$ cat src/rtl/tpre_pkg.sv
package tpre_pkg;

    localparam int unsigned CNT_W = 10;
    localparam int unsigned TAP_W = 4;

    typedef enum logic [1:0] {
        MODE_STOP   = 2'd0,
        MODE_DIRECT = 2'd1,
        MODE_DIVIDE = 2'd2
    } mode_e;

    // number of low counter bits that define a tap interval
    function automatic logic [TAP_W-1:0] tap_bits(input logic [2:0] code);
        logic [TAP_W-1:0] b;
        unique case (code)
            3'b010:  b = 4'd3;
            3'b011:  b = 4'd5;
            3'b100:  b = 4'd6;
            3'b101:  b = 4'd7;
            3'b110:  b = 4'd8;
            3'b111:  b = 4'd10;
            default: b = 4'd0;
        endcase
        return b;
    endfunction

endpackage

$ cat src/rtl/tpre_src.sv
module tpre_src (
    input  logic alt_sel,
    input  logic alt_tick,
    output logic src_en
);
    always_comb begin
        src_en = alt_sel ? alt_tick : 1'b1;
    end
endmodule

$ cat src/rtl/tpre_counter.sv
module tpre_counter #(
    parameter int unsigned W = 10
) (
    input  logic         clk,
    input  logic         rst_n,
    input  logic         src_en,
    input  logic         clr,
    output logic [W-1:0] cnt
);
    always_ff @(posedge clk) begin
        if (!rst_n)      cnt <= '0;
        else if (clr)    cnt <= '0;
        else if (src_en) cnt <= cnt + 1'b1;
    end

    AST_CLR_ZERO: assert property (@(posedge clk) disable iff (!rst_n)
        clr |=> (cnt == '0));
    AST_CNT_HOLD: assert property (@(posedge clk) disable iff (!rst_n)
        (!src_en && !clr) |=> $stable(cnt));
    AST_CNT_STEP: assert property (@(posedge clk) disable iff (!rst_n)
        (src_en && !clr) |=> (cnt == $past(cnt) + 1'b1));
endmodule

$ cat src/rtl/tpre_mode_fsm.sv
module tpre_mode_fsm
    import tpre_pkg::*;
#(
    parameter int unsigned W = CNT_W
) (
    input  logic         clk,
    input  logic         rst_n,
    input  logic [2:0]   div_code,
    input  logic         src_en,
    input  logic         clr,
    input  logic [W-1:0] cnt,
    output logic         tick
);
    mode_e            mode_q, mode_d;
    logic [TAP_W-1:0] tap_q, tap_d;
    logic [W-1:0]     mask;
    logic             roll;

    // next-state decode: GO_STOP / GO_DIRECT / GO_DIVIDE from any state
    always_comb begin
        tap_d = tap_bits(div_code);
        unique case (div_code)
            3'b000:  mode_d = MODE_STOP;
            3'b001:  mode_d = MODE_DIRECT;
            default: mode_d = MODE_DIVIDE;
        endcase
    end

    // state register
    always_ff @(posedge clk) begin
        if (!rst_n) begin
            mode_q <= MODE_STOP;
            tap_q  <= '0;
        end else begin
            mode_q <= mode_d;
            tap_q  <= tap_d;
        end
    end

    always_comb begin
        mask = ~({W{1'b1}} << tap_q);
        roll = ((cnt & mask) == mask);
    end

    // outputs
    always_comb begin
        unique case (mode_q)
            MODE_STOP:   tick = 1'b0;
            MODE_DIRECT: tick = src_en;
            MODE_DIVIDE: tick = src_en && !clr && roll;
            default:     tick = 1'b0;
        endcase
    end

    AST_STOP_SILENT: assert property (@(posedge clk) disable iff (!rst_n)
        (mode_q == MODE_STOP) |-> !tick);
    AST_TICK_SRC: assert property (@(posedge clk) disable iff (!rst_n)
        tick |-> src_en);
    AST_CLR_QUIET: assert property (@(posedge clk) disable iff (!rst_n)
        (clr && mode_q == MODE_DIVIDE) |-> !tick);
    AST_DIV_ROLL: assert property (@(posedge clk) disable iff (!rst_n)
        (tick && mode_q == MODE_DIVIDE) |=> ((cnt & $past(mask)) == '0));
    AST_MODE_STOP: assert property (@(posedge clk) disable iff (!rst_n)
        (div_code == 3'b000) |=> (mode_q == MODE_STOP));
    AST_MODE_DIRECT: assert property (@(posedge clk) disable iff (!rst_n)
        (div_code == 3'b001) |=> (mode_q == MODE_DIRECT));
endmodule

$ cat src/rtl/tmr_prescaler.sv
module tmr_prescaler
    import tpre_pkg::*;
(
    input  logic       clk,
    input  logic       rst_n,
    input  logic       alt_sel,
    input  logic       alt_tick,
    input  logic [2:0] div_code,
    input  logic       pre_clr,
    output logic       tick
);
    logic             src_en;
    logic [CNT_W-1:0] cnt;

    tpre_src u_src (
        .alt_sel  (alt_sel),
        .alt_tick (alt_tick),
        .src_en   (src_en)
    );

    tpre_counter #(.W(CNT_W)) u_cnt (
        .clk    (clk),
        .rst_n  (rst_n),
        .src_en (src_en),
        .clr    (pre_clr),
        .cnt    (cnt)
    );

    tpre_mode_fsm #(.W(CNT_W)) u_fsm (
        .clk      (clk),
        .rst_n    (rst_n),
        .div_code (div_code),
        .src_en   (src_en),
        .clr      (pre_clr),
        .cnt      (cnt),
        .tick     (tick)
    );

    AST_ALT_GATE: assert property (@(posedge clk) disable iff (!rst_n)
        (alt_sel && !alt_tick) |-> !tick);
endmodule

$ cat config.mk
export PLATFORM = sky130hd
export DESIGN_NAME = tmr_prescaler
export DESIGN_NICKNAME = d
export VERILOG_FILES = /design/src/rtl/tpre_pkg.sv /design/src/rtl/tpre_src.sv /design/src/rtl/tpre_counter.sv /design/src/rtl/tpre_mode_fsm.sv /design/src/rtl/tmr_prescaler.sv
export SDC_FILE = /design/constraint.sdc
export NUM_CORES = 1
export LEC_CHECK = 0
export CORE_MARGIN = 3
export CORE_UTILIZATION = 53
export DETAILED_ROUTE_END_ITERATION = 16
export HOLD_SLACK_MARGIN = 0.03
export PLACE_DENSITY = 0.87
export SLEW_MARGIN = 10
export SYNTH_ARGS = -nofsm -noshare
export SYNTH_HDL_FRONTEND = slang
export SYNTH_SLANG_ARGS = --single-unit
$ cat constraint.sdc
create_clock -name clk -period 1.75 [get_ports clk]
set_input_delay 0.2625 -clock clk [delete_from_list [all_inputs] [get_ports clk]]
set_output_delay 0.2625 -clock clk [all_outputs]
set_load 0.02 [all_outputs]
* After elaboration in Yosys (flattened, before gate mapping)
Index checks and enable logic that the tools add are counted.
** Storage, ports and cells
- Flip-flop bits (word level) :: 16
- Output and inout bits :: 1
- Input bits :: 8
- Word-level logic and storage cells :: 27
** Operators by class
- Reduce and logical (&&, ||, !) cells :: 5
- $add $sub $neg :: 1
- Muxes and demuxes :: 4
- Equality and inequality tests :: 10
- Shifts and indexed selects :: 1
- Bitwise gates (word level) :: 3
** Operators by type and width (count)
- case mux 4 bit (6 select lines) :: 1
- equality test 3 bit (second input constant) :: 4
- adder 10 x 1 -> 10 bit (second input constant) :: 1
- AND 10 bit :: 1
- equality test 10 bit :: 1
- inverter 10 bit :: 1
- left shift 10 x 4 -> 10 bit (first input constant) :: 1
- equality test 3 x 2 -> 1 bit (second input constant) :: 2
- case mux 2 bit (2 select lines) :: 1
- equality test 3 x 1 -> 1 bit (second input constant) :: 1
- zero test 3 bit :: 1
- equality test 2 x 1 -> 1 bit (second input constant) :: 1
- equality test 2 bit (second input constant) :: 1
- logical AND 1 bit :: 2
- case mux 1 bit (2 select lines) :: 1
- OR reduction 2 bit :: 1
- zero test 1 bit :: 1
- 2-to-1 mux 1 bit :: 1
- inverter 1 bit :: 1

* Longest topological paths before layout
Gate-level depths: netlist of the first run.
- Word-level depth :: 6
- Gate-level depth with buffers :: 5

* Cells and area by module
From an unflattened synthesis of the first run, not the netlist that was laid out.
** Unflattened totals
- Cells, all modules :: 98
- Area total of the unflattened synthesis :: 848.3 sq um
** Modules (own cells, without submodules)
- tpre_counter :: instances 1, area each 462.9 sq um, cells an instance 50
- tpre_mode_fsm :: instances 1, area each 379.1 sq um, cells an instance 47
- tpre_src :: instances 1, area each 6.3 sq um, cells an instance 1

* Worst setup path after synthesis of the first run
OpenSTA, ideal clock, no wires.
- Path kind :: register to output
- Start :: register u_fsm.mode_q[0]
- End :: output port tick
- Stages on the path, launching flop included :: 6
- Data required time :: 1487 ps
- Path slack :: -136 ps
- Data arrival time :: 1623 ps
- Cells stage by stage :: dfxtp_1 > inv_1 > ha_1 > nor4b_1 > nand4_1 > o31ai_1
** On the way
- Word-level cells in the longest chain between the ends :: 2
** RTL lines
- start: declaration :: line tpre_mode_fsm.sv:14 : mode_e mode_q, mode_d;
- start signal: assignment :: line tpre_mode_fsm.sv:35 : mode_q <= mode_d;
- equality test 2 bit or equality test 2 x 1 -> 1 bit (tied branches) :: line tpre_mode_fsm.sv:47 : unique case (mode_q)
- case mux 1 bit (2 select lines) * :: line tpre_mode_fsm.sv:47
- end: declaration :: line tmr_prescaler.sv:10 : output logic tick
Mark *: on every way between the ends. The rest lies on a longest branch, timed or not.

* Worst setup path in the final report of the first run
Same ends and word-level chain as after synthesis.

==> results of run 1 <==
[cells in the mapped netlist (all sizes together)]
cell type and instances:
nand2b 3, xor2 5, and2 6, nor2 11, o21ai 2, mux2i 2
nand4 4, inv 4, o21a 1, and4 1, a21oi 2, xnor2 4
nor3 2, o31ai 3, a2bb2oi 1, a21boi 1, dfxtp 16, and2b 1
clkbuf 2, and3 1, ha 3, or4 1, nor4b 2, nor2b 2
o21bai 1, nand2 11, nand3 3, nor4 1, o221ai 1
[through the flow]
| stage | cell area [µm²] | utilization | setup TNS (ns) | setup slack [ns] | instances |
|---|---|---|---|---|---|
| after floorplan | 826 | - | 0 | 0.0108 | 97 |
| after global placement | 1060 | 0.767 | -0.575 | -0.575 | 137 |
| after detailed placement | 1060 | 0.767 | -0.689 | -0.689 | 137 |
| after CTS | 1100 | 0.796 | -0.240 | -0.240 | 140 |
| after global routing | 1100 | 0.796 | -0.291 | -0.291 | 140 |
| final | 1100 | 0.796 | -0.216 | -0.216 | 140 |
[worst max-delay path by stage]
stage / from / depth (start not counted) / endpoint / slack, ns
after floorplan: u_fsm.mode_q[0] / 5 / tick / 0.01
after CTS: u_fsm.mode_q[0] / 6 / tick / -0.24
final: u_fsm.mode_q[0] / 6 / tick / -0.22
after global placement: alt_sel / 6 / tick / -0.58
after global routing: u_fsm.mode_q[0] / 6 / tick / -0.29
after detailed placement: alt_sel / 6 / tick / -0.69
[worst register-to-register path: stages, from the launching register on]
cell,delay (ns)
dfxtp_1,0.35
buf_4,0.13
and4_1,0.22
nand2_1,0.09
or4_1,0.40
a21oi_1,0.15
[power by group through the flow]
| stage | clock network, mW | logic (mW) | registers, mW |
|---|---|---|---|
| after floorplan | 0 | 0.0474 | 0.390 |
| after global placement | 0 | 0.0909 | 0.390 |
| after detailed placement | 0 | 0.0969 | 0.391 |
| after CTS | 0.194 | 0.101 | 0.384 |
| after global routing | 0.210 | 0.113 | 0.386 |
| final | 0.193 | 0.103 | 0.384 |
[registers in the layout, indices dropped and copies added (netlist names)]
register / cells
u_cnt.cnt: 10
u_fsm.mode_q: 2
u_fsm.tap_q: 4
[logic make-up after synthesis]
logic type / after synthesis
buffers and inverters: 6
adder cells (fa/ha/maj): 3
flip-flops: 16
AO/OA/AOI/OAI: 12
XOR/XNOR: 9
multiplexers: 2
AND/OR/NAND/NOR: 49
[area by class of cell]
type,count,area (µm²)
clock buffers,3,22.5
fillers,97,282
inverters,4,15.0
multi-input cells,75,502
flip-flops and latches,16,323
well taps,15,18.8
repair buffers,27,220
[metal layers]
| layer | GRT usage | vias up | part of all wire |
|---|---|---|---|
| met5 | 0 | - | 0 |
| li1 | - | 394 | - |
| met3 | 0.0478 | 8 | 0.047 |
| met2 | 0.435 | 30 | 0.49 |
| met1 | 0.302 | 376 | 0.43 |
| met4 | 0.123 | 0 | 0.025 |
[repair_timing]
item | CTS | global route
endpoints found under the setup margin | 1 | 1
buffers inserted | 0 | 0
resized for setup | 10 | 0
pin swaps | 4 | 1
==> impl_metrics.tcl, run 1 <==
set metrics [dict create \
    status "complete, but fails checks" \
    violations "setup timing" \
    power_density_nw_per_um2 618 \
    min_path_cells 2 \
    syn_nets 108 \
    reg2reg_from "u_cnt.cnt[6]" \
    irDropWorstVdd_uv 668 \
    cts.path.max_buffers 2 \
    p_comb_frac 0.151 \
    wire_per_inst_um 15.3 \
    synthMuxAreaShare 0.0244 \
    ys_seq_area_frac 0.390 \
    antenna_cells 0 \
    holdBufCountCts 0 \
    initial_core_util 0.594 \
    final_cell_mix "buf_4 (20), dfxtp_1 (14), nor2_1 (11), nand2_1 (11), clkdlybuf4s50_1 (7)" \
    p_leak_nw 0.439 \
    coreArea_um2 1380 \
    start_kind "flip-flop" \
    p_switching_mw 0.170 \
    vias 808 \
    io_pins 9 \
    gp_congestion 0.809 \
    synth.ff_latch_count 16 \
    grt_max_degree 11 \
    yosys.area_share.adder 0.0457 \
    max_stage_delay_ns 0.34 \
    worstReg2RegEnd "u_cnt.cnt[9]" \
    via_per_inst 5.77 \
    antenna_found_initial 0 \
    clkLatencyLatePin_ns 0.28 \
    drt_iter0_drc 22 \
    clock_power_share 0.284 \
    slew_violations 0 \
    synth.cell_area_um2 821 \
    root_buffer "clkbuf_4" \
    yosys-top-cells-area "dfxtp_1 (39%), xor2_1 (5.3%), nand2_1 (5.0%)" \
    post-route-period-util 1.12 \
    die_w_um 45.4 \
    synth_area_leader_cell "dfxtp_1" \
    holdPathEnd "u_cnt.cnt[9]" \
    die-area_um2 2060 \
    reg2reg_slack_ns 0.34 \
    cts_tree "built" \
    gr-total-overflow 0 \
    cts_inserted_buffers 3 \
    min_path_type "flip-flop to flip-flop" \
    crit_required_ns 1.49 \
    drcViolationCount 0 \
    rr_worst_depth 5 \
    nets 138 \
    grt_pass1_vias 808 \
    whs_ns 0.514 \
    path_class "flip-flop to primary output" \
    skew_ns 0.00543 \
    setup_ws_ns -0.216 \
    grt_usage 0.255 \
    drt-pass1-iter-count 4 \
    worst_path_max_delay_cell "dfxtp_2" \
    synth_top_family_by_area "simple AND/OR/NAND/NOR gates" \
    crit_fanout 2 \
    postSynthCellCount 97 \
    total_power_mw 0.680 \
    swShare 0.250 \
    antenna_left 0 \
    synthSimpleGateAreaFrac 0.316 \
    max_clock_freq_mhz 509 \
    die_h_um 45.4 \
    critPathArrivalTime_ns 1.70 \
    cts_max_level 1 \
    critPathBufInv 2 \
    synthToLayoutAreaGrowth_pct 34.1 \
    rsz0062_at_grt "yes" \
    maxCapViolations 0 \
    yosys_warnings 0 \
    cts_sinks 16 \
    synth_top_area_frac 0.390 \
    crit_chain "inv_2 > ha_4 > nor4b_2 > nand4_1 > o31ai_2 > buf_4" \
    synth-compound-area-share 0.101 \
    worst_pin_slew_ns 0.431 \
    yosysUniqueCellTypes 30 \
    final.min_clock_period_ns 1.97 \
    crit_family "simple AND/OR/NAND/NOR gates" \
    internal_power_mw 0.510 \
    drt-total-wl_um 2150 \
    syn_avg_cell_area_um2 8.46 \
    end_kind "primary output" \
    synth_xor_area_frac 0.0960 \
    post-dp-hpwl_um 1600 \
    finalSetupViolCount 1 \
    port-buffer-count 8 \
    hold_viol 0 \
    p_seq_frac 0.565 \
    grt_pass1_wl_um 3660 \
    relSlewSlack 0.713 \
    num_rows 13 \
    drive_above_1_share 0.248 \
    clk_pin_slew_ns 0.09 \
    holdCritStartpoint "u_cnt.cnt[9]" \
    layout_commonest_cell "buf_4" \
]
No activity file was read; power rests on OpenSTA's default activity.
==> inputs of run 2 (changes only) <==
--- a/config.mk
+++ b/config.mk
@@ -5,11 +5,12 @@
 export SDC_FILE = /design/constraint.sdc
 export NUM_CORES = 1
 export LEC_CHECK = 0
+export ABC_AREA = 1
 export CORE_MARGIN = 3
-export CORE_UTILIZATION = 53
+export CORE_UTILIZATION = 48
 export DETAILED_ROUTE_END_ITERATION = 16
 export HOLD_SLACK_MARGIN = 0.03
-export PLACE_DENSITY = 0.87
+export PLACE_DENSITY = 0.83
 export SLEW_MARGIN = 10
 export SYNTH_ARGS = -nofsm -noshare
 export SYNTH_HDL_FRONTEND = slang
==> constraint.sdc (replaced) <==
create_clock -name clk -period 1.7 [get_ports clk]
set_input_delay 0.255 -clock clk [delete_from_list [all_inputs] [get_ports clk]]
set_output_delay 0.255 -clock clk [all_outputs]
set_load 0.02 [all_outputs]
==> run 2 against run 1 <==
The flow still finishes with violations (setup timing). Via count decreased by 7.9%. Die area grew 7.9%. Clock power up 33%. Synthesized cell count increased by 18%. Clock skew increased by 0.0012 ns. Largest power group unchanged. Sequential power rose by 3%. Register-to-register slack improved by 0.06 ns. First-iteration DRC count decreased by 50%. Sequential share of layout area grew 2.2 points. Critical path depth increased by 3.
==> impl_metrics.tcl, run 2 <==
set metrics [dict create \
    synthToLayoutAreaGrowth_pct 25.3 \
    crit_required_ns 1.44 \
    gr-total-overflow 0 \
    drcViolationCount 0 \
    multiInputGateArea_um2 419 \
    ys.flop_type "dfxtp_1" \
    end_kind "primary output" \
    synth_top_area_frac 0.395 \
    post-dp-hpwl_um 1220 \
    relSlewSlack 0.786 \
    startpoint "u_fsm.mode_q[0]" \
    reg2reg_slack_ns 0.40 \
    postSynthCellCount 114 \
    largest_reg_flops 10 \
    maxCapViolations 0 \
    post-route-period-util 1.00 \
    crit_end "tick" \
    synth.ff_latch_count 16 \
    num_rows 14 \
    cts_tree "built" \
    path_class "flip-flop to primary output" \
    layout_commonest_cell "nand2_1" \
    crit_fanout 2 \
    critPathArrivalTime_ns 1.45 \
    p_leak_nw 0.454 \
    largestRegisters "u_cnt.cnt (10), u_fsm.tap_q (4), u_fsm.mode_q (2)" \
    worstReg2RegEnd "u_cnt.cnt[8]" \
    drt-total-wl_um 1550 \
    yosysUniqueCellTypes 20 \
    cts_sinks 16 \
    drt_iter0_drc 11 \
    start_kind "flip-flop" \
    initial_core_util 0.526 \
    synth_enable_flop_cells 0 \
    syn_avg_cell_area_um2 7.11 \
    rsz0062_at_grt "yes" \
    seq_area_um2 320 \
    antenna_cells 0 \
    crit_family "simple AND/OR/NAND/NOR gates" \
    gp_congestion 0.766 \
    vias 744 \
    drive_above_1_share 0.185 \
    fin_util 0.659 \
    worst_pin_slew_ns 0.320 \
    max_clock_freq_mhz 587 \
    final.min_clock_period_ns 1.70 \
    cts_inserted_buffers 3 \
    synthArstFlopShare 0 \
    yosys-top-cells-area "dfxtp_1 (40%), nand2_1 (11%), inv_1 (8.8%)" \
    root_buffer "clkbuf_4" \
    holdBufCountCts 0 \
    cts.path.max_buffers 2 \
    min_path_cells 2 \
    crit_chain "inv_1 > ha_1 > nand2_1 > nor2_1 > nand2_1 > nor2_1 > nand3_1 > a21oi_2 > buf_4" \
    synth_area_leader_cell "dfxtp_1" \
    coreArea_um2 1540 \
    rr_worst_depth 7 \
    synth_common_cells "nand2_1 (24), inv_1 (19), dfxtp_1 (16)" \
    slew_violations 0 \
    final_cell_mix "nand2_1 (24), inv_1 (19), dfxtp_1 (16)" \
    reg2reg_from "u_cnt.cnt[0]" \
    synth_most_common_cell "nand2_1" \
    wire_per_inst_um 10.3 \
    violations "setup timing" \
    finalSetupViolCount 1 \
    grt_pass1_wl_um 2610 \
    grt_max_degree 10 \
    place_area_um2 978 \
    yosys_warnings 0 \
    drt-pass1-iter-count 4 \
    clk_pin_slew_ns 0.10 \
    min_path_type "flip-flop to flip-flop" \
    io_pins 9 \
    post-cts-setup-buffers 0 \
    port-buffer-count 8 \
    finish.instance_area_um2 1020 \
    setup_ws_ns -0.00251 \
    grt_pass1_vias 686 \
    antenna_left 0 \
    hold_viol 0 \
    antenna_found_initial 0 \
    fill_cells 136 \
    status "complete, but fails checks" \
    nets 147 \
    die-area_um2 2220 \
    skew_ns 0.00663 \
    cp_num_cells 9 \
    place_ws_ns -0.456 \
    die_w_um 47.1 \
    regMostFlops "u_cnt.cnt" \
    syn_nets 125 \
    cts_max_level 1 \
    clkLatencyLatePin_ns 0.29 \
    critPathBufInv 2 \
    ys_seq_area_frac 0.395 \
    worst_path_max_delay_cell "dfxtp_1" \
    max_stage_delay_ns 0.32 \
    holdCritStartpoint "u_cnt.cnt[7]" \
    via_per_inst 4.93 \
    irDropWorstVdd_uv 627 \
    die_h_um 47.1 \
    synth.cell_area_um2 811 \
    power_density_nw_per_um2 724 \
    grt_usage 0.171 \
]
[run 2: cells by family (layout without fill, tap and decap cells)]
logic type | after synthesis | in the layout | synth area share
buffers and inverters | 20 | 41 | 0.0926
AO/OA/AOI/OAI | 21 | 21 | 0.134
flip-flops | 16 | 16 | 0.395
AND/OR/NAND/NOR | 54 | 54 | 0.332
adder cells (fa/ha/maj) | 3 | 3 | 0.0463
[run 2: cell type report]
| cell class | count | area share |
|---|---|---|
| well taps | 16 | 0.0197 |
| multi-input cells | 78 | 0.413 |
| flip-flops and latches | 16 | 0.315 |
| repair buffers | 17 | 0.143 |
| clock buffers | 4 | 0.0357 |
| inverters | 20 | 0.0739 |
[run 2: routing by layer]
layer / vias to the layer above / GRT usage / share of wire
met2: 14 / 0.309 / 0.51
met4: 0 / 0.122 / 0.023
met1: 322 / 0.169 / 0.44
met3: 4 / 0.0421 / 0.033
met5: - / 0 / 0
li1: 404 / - / -
[run 2: worst min path at each step]
| stage | slack [ns] | to |
|---|---|---|
| after floorplan | 0.33 | u_fsm.mode_q[0] |
| after global placement | 0.45 | u_cnt.cnt[7] |
| after detailed placement | 0.46 | u_cnt.cnt[7] |
| after CTS | 0.49 | u_cnt.cnt[7] |
| after global routing | 0.53 | u_cnt.cnt[7] |
| final | 0.48 | u_cnt.cnt[7] |
[run 2: power by group]
part	switching, mW	leakage [nW]	internal [mW]
sequential	0.00966	0.131	0.386
clock	0.127	0.0210	0.131
combinational	0.0423	0.303	0.0410
[run 2: worst reg2reg max path, stage by stage, from the launching register on]
cell and delay, ns:
dfxtp_1 0.37, buf_4 0.14, ha_1 0.19, nand3_2 0.10, nor2_1 0.14, nand2_1 0.08, o21ai_1 0.12, a21oi_1 0.05
[run 2: through the flow]
step           hold WS, ns  TNS (ns)  power [mW]  std cells
2_1_floorplan        0.332         0       0.447        114
3_3_place_gp         0.453    -0.407       0.482        147
3_5_place_dp         0.463    -0.456       0.486        147
4_1_cts              0.489   -0.0254       0.739        151
5_1_grt              0.528    -0.152       0.772        151
6_report             0.483  -0.00251       0.736        151
[run 2: what timing repair did]
action,CTS,global route
resized for setup,5,1
setup endpoints to repair,1,1
cloned,0,0
==> inputs of run 3 (changes only) <==
--- a/config.mk
+++ b/config.mk
@@ -7,10 +7,13 @@
 export LEC_CHECK = 0
 export ABC_AREA = 1
 export CORE_MARGIN = 3
-export CORE_UTILIZATION = 48
+export CORE_UTILIZATION = 51
+export CTS_BUF_LIST = sky130_fd_sc_hd__clkbuf_4
+export CTS_CLUSTER_DIAMETER = 100
 export DETAILED_ROUTE_END_ITERATION = 16
+export GPL_ROUTABILITY_DRIVEN = 0
 export HOLD_SLACK_MARGIN = 0.03
-export PLACE_DENSITY = 0.83
+export PLACE_DENSITY = 0.87
 export SLEW_MARGIN = 10
 export SYNTH_ARGS = -nofsm -noshare
 export SYNTH_HDL_FRONTEND = slang
==> run 3 against run 2 <==
The run still ends with setup timing left. Clock skew rose by 0.0090 ns. Clock-buffer cell count fell by 1. Fmax fell by 0.84%. Routed wire length rose by 20%. Register-to-register slack got worse by 0.03 ns. First-iteration DRC count rose to 2.9 times the previous value. Sequential share of layout area barely moved. Via count rose by 7.4%. Design area rose by 1.6%. Final cell count did not move. Die area fell by 5.2%. Power fell by 3.5%.
==> impl_metrics.tcl, run 3 (synthesis gave the netlist of run 2 again) <==
set metrics [dict create \
    die-area_um2 2100 \
    largest_reg_flops 10 \
    rsz0062_at_grt "yes" \
    die_h_um 45.9 \
    swShare 0.273 \
    min_path_cells 1 \
    max_stage_delay_ns 0.47 \
    min_path_type "flip-flop to flip-flop" \
    cts_tree "built" \
    hold_viol 0 \
    gr-total-overflow 0 \
    p_leak_nw 0.456 \
    multiInputGateArea_um2 434 \
    nets 148 \
    slew_violations 0 \
    grt_usage 0.198 \
    grt_max_degree 10 \
    p_comb_frac 0.127 \
    crit_required_ns 1.44 \
    grt_pass1_vias 783 \
    antenna_cells 0 \
    skew_ns 0.0156 \
    cts_max_level 1 \
    path_class "primary input to primary output" \
    via_per_inst 5.29 \
    coreArea_um2 1400 \
    initial_core_util 0.580 \
    clkLatencyLatePin_ns 0.30 \
    max_clock_freq_mhz 582 \
    relSlewSlack 0.788 \
    vias 799 \
    crit_family "buffers and inverters" \
    largestRegisters "u_cnt.cnt (10), u_fsm.tap_q (4), u_fsm.mode_q (2)" \
    cp_num_cells 10 \
    maxCapViolations 0 \
    layout_commonest_cell "nand2_1" \
    num_rows 13 \
    synthToLayoutAreaGrowth_pct 27.3 \
    cts_sinks 16 \
    cts_inserted_buffers 3 \
    end_kind "primary output" \
    wire_per_inst_um 12.3 \
    final_cell_mix "nand2_1 (23), inv_1 (17), nor2_1 (14)" \
    place_area_um2 977 \
    finalSetupViolCount 1 \
    rr_worst_depth 7 \
    antenna_found_initial 0 \
    regMostFlops "u_cnt.cnt" \
    holdBufCountCts 0 \
    post-route-period-util 1.01 \
    port-buffer-count 8 \
    status "complete, but fails checks" \
    crit_fanout 2 \
    final.min_clock_period_ns 1.72 \
    clk_pin_slew_ns 0.11 \
    internal_power_mw 0.516 \
    drt_iter0_drc 32 \
    drive_above_1_share 0.243 \
    fill_cells 102 \
    p_seq_frac 0.561 \
    worst_path_max_delay_cell "clkdlybuf4s50_1" \
    clock_power_share 0.312 \
    critPathBufInv 3 \
    setup_ws_ns -0.0169 \
    post-dp-hpwl_um 1300 \
    violations "setup timing" \
    io_pins 9 \
    setup-tns-final_ns -0.0169 \
    drcViolationCount 0 \
    start_kind "primary input" \
    critPathArrivalTime_ns 1.46 \
    crit_chain "clkdlybuf4s50_1 > inv_2 > nand2_4 > nand2_1 > nor2_1 > nand2_1 > nor2_1 > nand3_1 > a21oi_2 > buf_4" \
    drt-total-wl_um 1860 \
    p_switching_mw 0.194 \
    power_density_nw_per_um2 688 \
    drt-pass1-iter-count 4 \
    seq_area_um2 325 \
    worst_pin_slew_ns 0.318 \
    finish.instance_area_um2 1030 \
    die_w_um 45.9 \
    antenna_left 0 \
    root_buffer "clkbuf_4" \
    place_ws_ns -0.433 \
    irDropWorstVdd_uv 448 \
    cts.path.max_buffers 2 \
    grt_pass1_wl_um 2930 \
]
==> run 3: per-layer routing <==
metal,vias to the layer above,track usage,part of all wire
li1,404,-,-
met1,369,0.190,0.39
met2,20,0.357,0.55
met3,6,0.0791,0.037
met4,0,0.0966,0.022
met5,-,0,0
==> run 3: path summary, 6_finish.rpt <==
check          startpoint      endpoint  slack (ns)
max              alt_tick          tick       -0.02
min          u_cnt.cnt[2]  u_cnt.cnt[2]        0.48
max reg2reg  u_cnt.cnt[1]  u_cnt.cnt[8]        0.37
min reg2reg  u_cnt.cnt[2]  u_cnt.cnt[2]        0.48
==> run 3: final cells by class <==
cell class,instances,share of cell area
Multi-Input combinational cell,78,0.421
Sequential cell,16,0.315
Tap cell,15,0.0182
Clock inverter,1,0.00364
Inverter,20,0.0727
Timing Repair Buffer,18,0.148
Clock buffer,3,0.0218
==> run 3: per-stage QoR <==
stage | total power [mW] | std cells | hold slack (ns) | util
floorplan | 0.447 | 114 | 0.332 | -
global placement | 0.482 | 146 | 0.453 | 0.699
detailed placement | 0.487 | 146 | 0.476 | 0.699
CTS | 0.687 | 150 | 0.497 | 0.716
global route | 0.743 | 151 | 0.511 | 0.738
finish | 0.710 | 151 | 0.479 | 0.738
==> run 3: power groups by stage <==
stage	Combinational, mW	Clock, mW	Sequential (mW)
final	0.0900	0.222	0.398
after global routing	0.0999	0.244	0.400
after CTS	0.0839	0.208	0.395
after detailed placement	0.0833	0	0.404
after global placement	0.0791	0	0.403
after floorplan	0.0440	0	0.403
==> run 3: what timing repair did <==
action / 4_1_cts / 5_1_grt
pin swaps: 0 / 6
gates cloned: 0 / 0
buffers inserted: 0 / 1
gates resized for setup: 5 / 10
endpoints found under the setup margin: 1 / 1
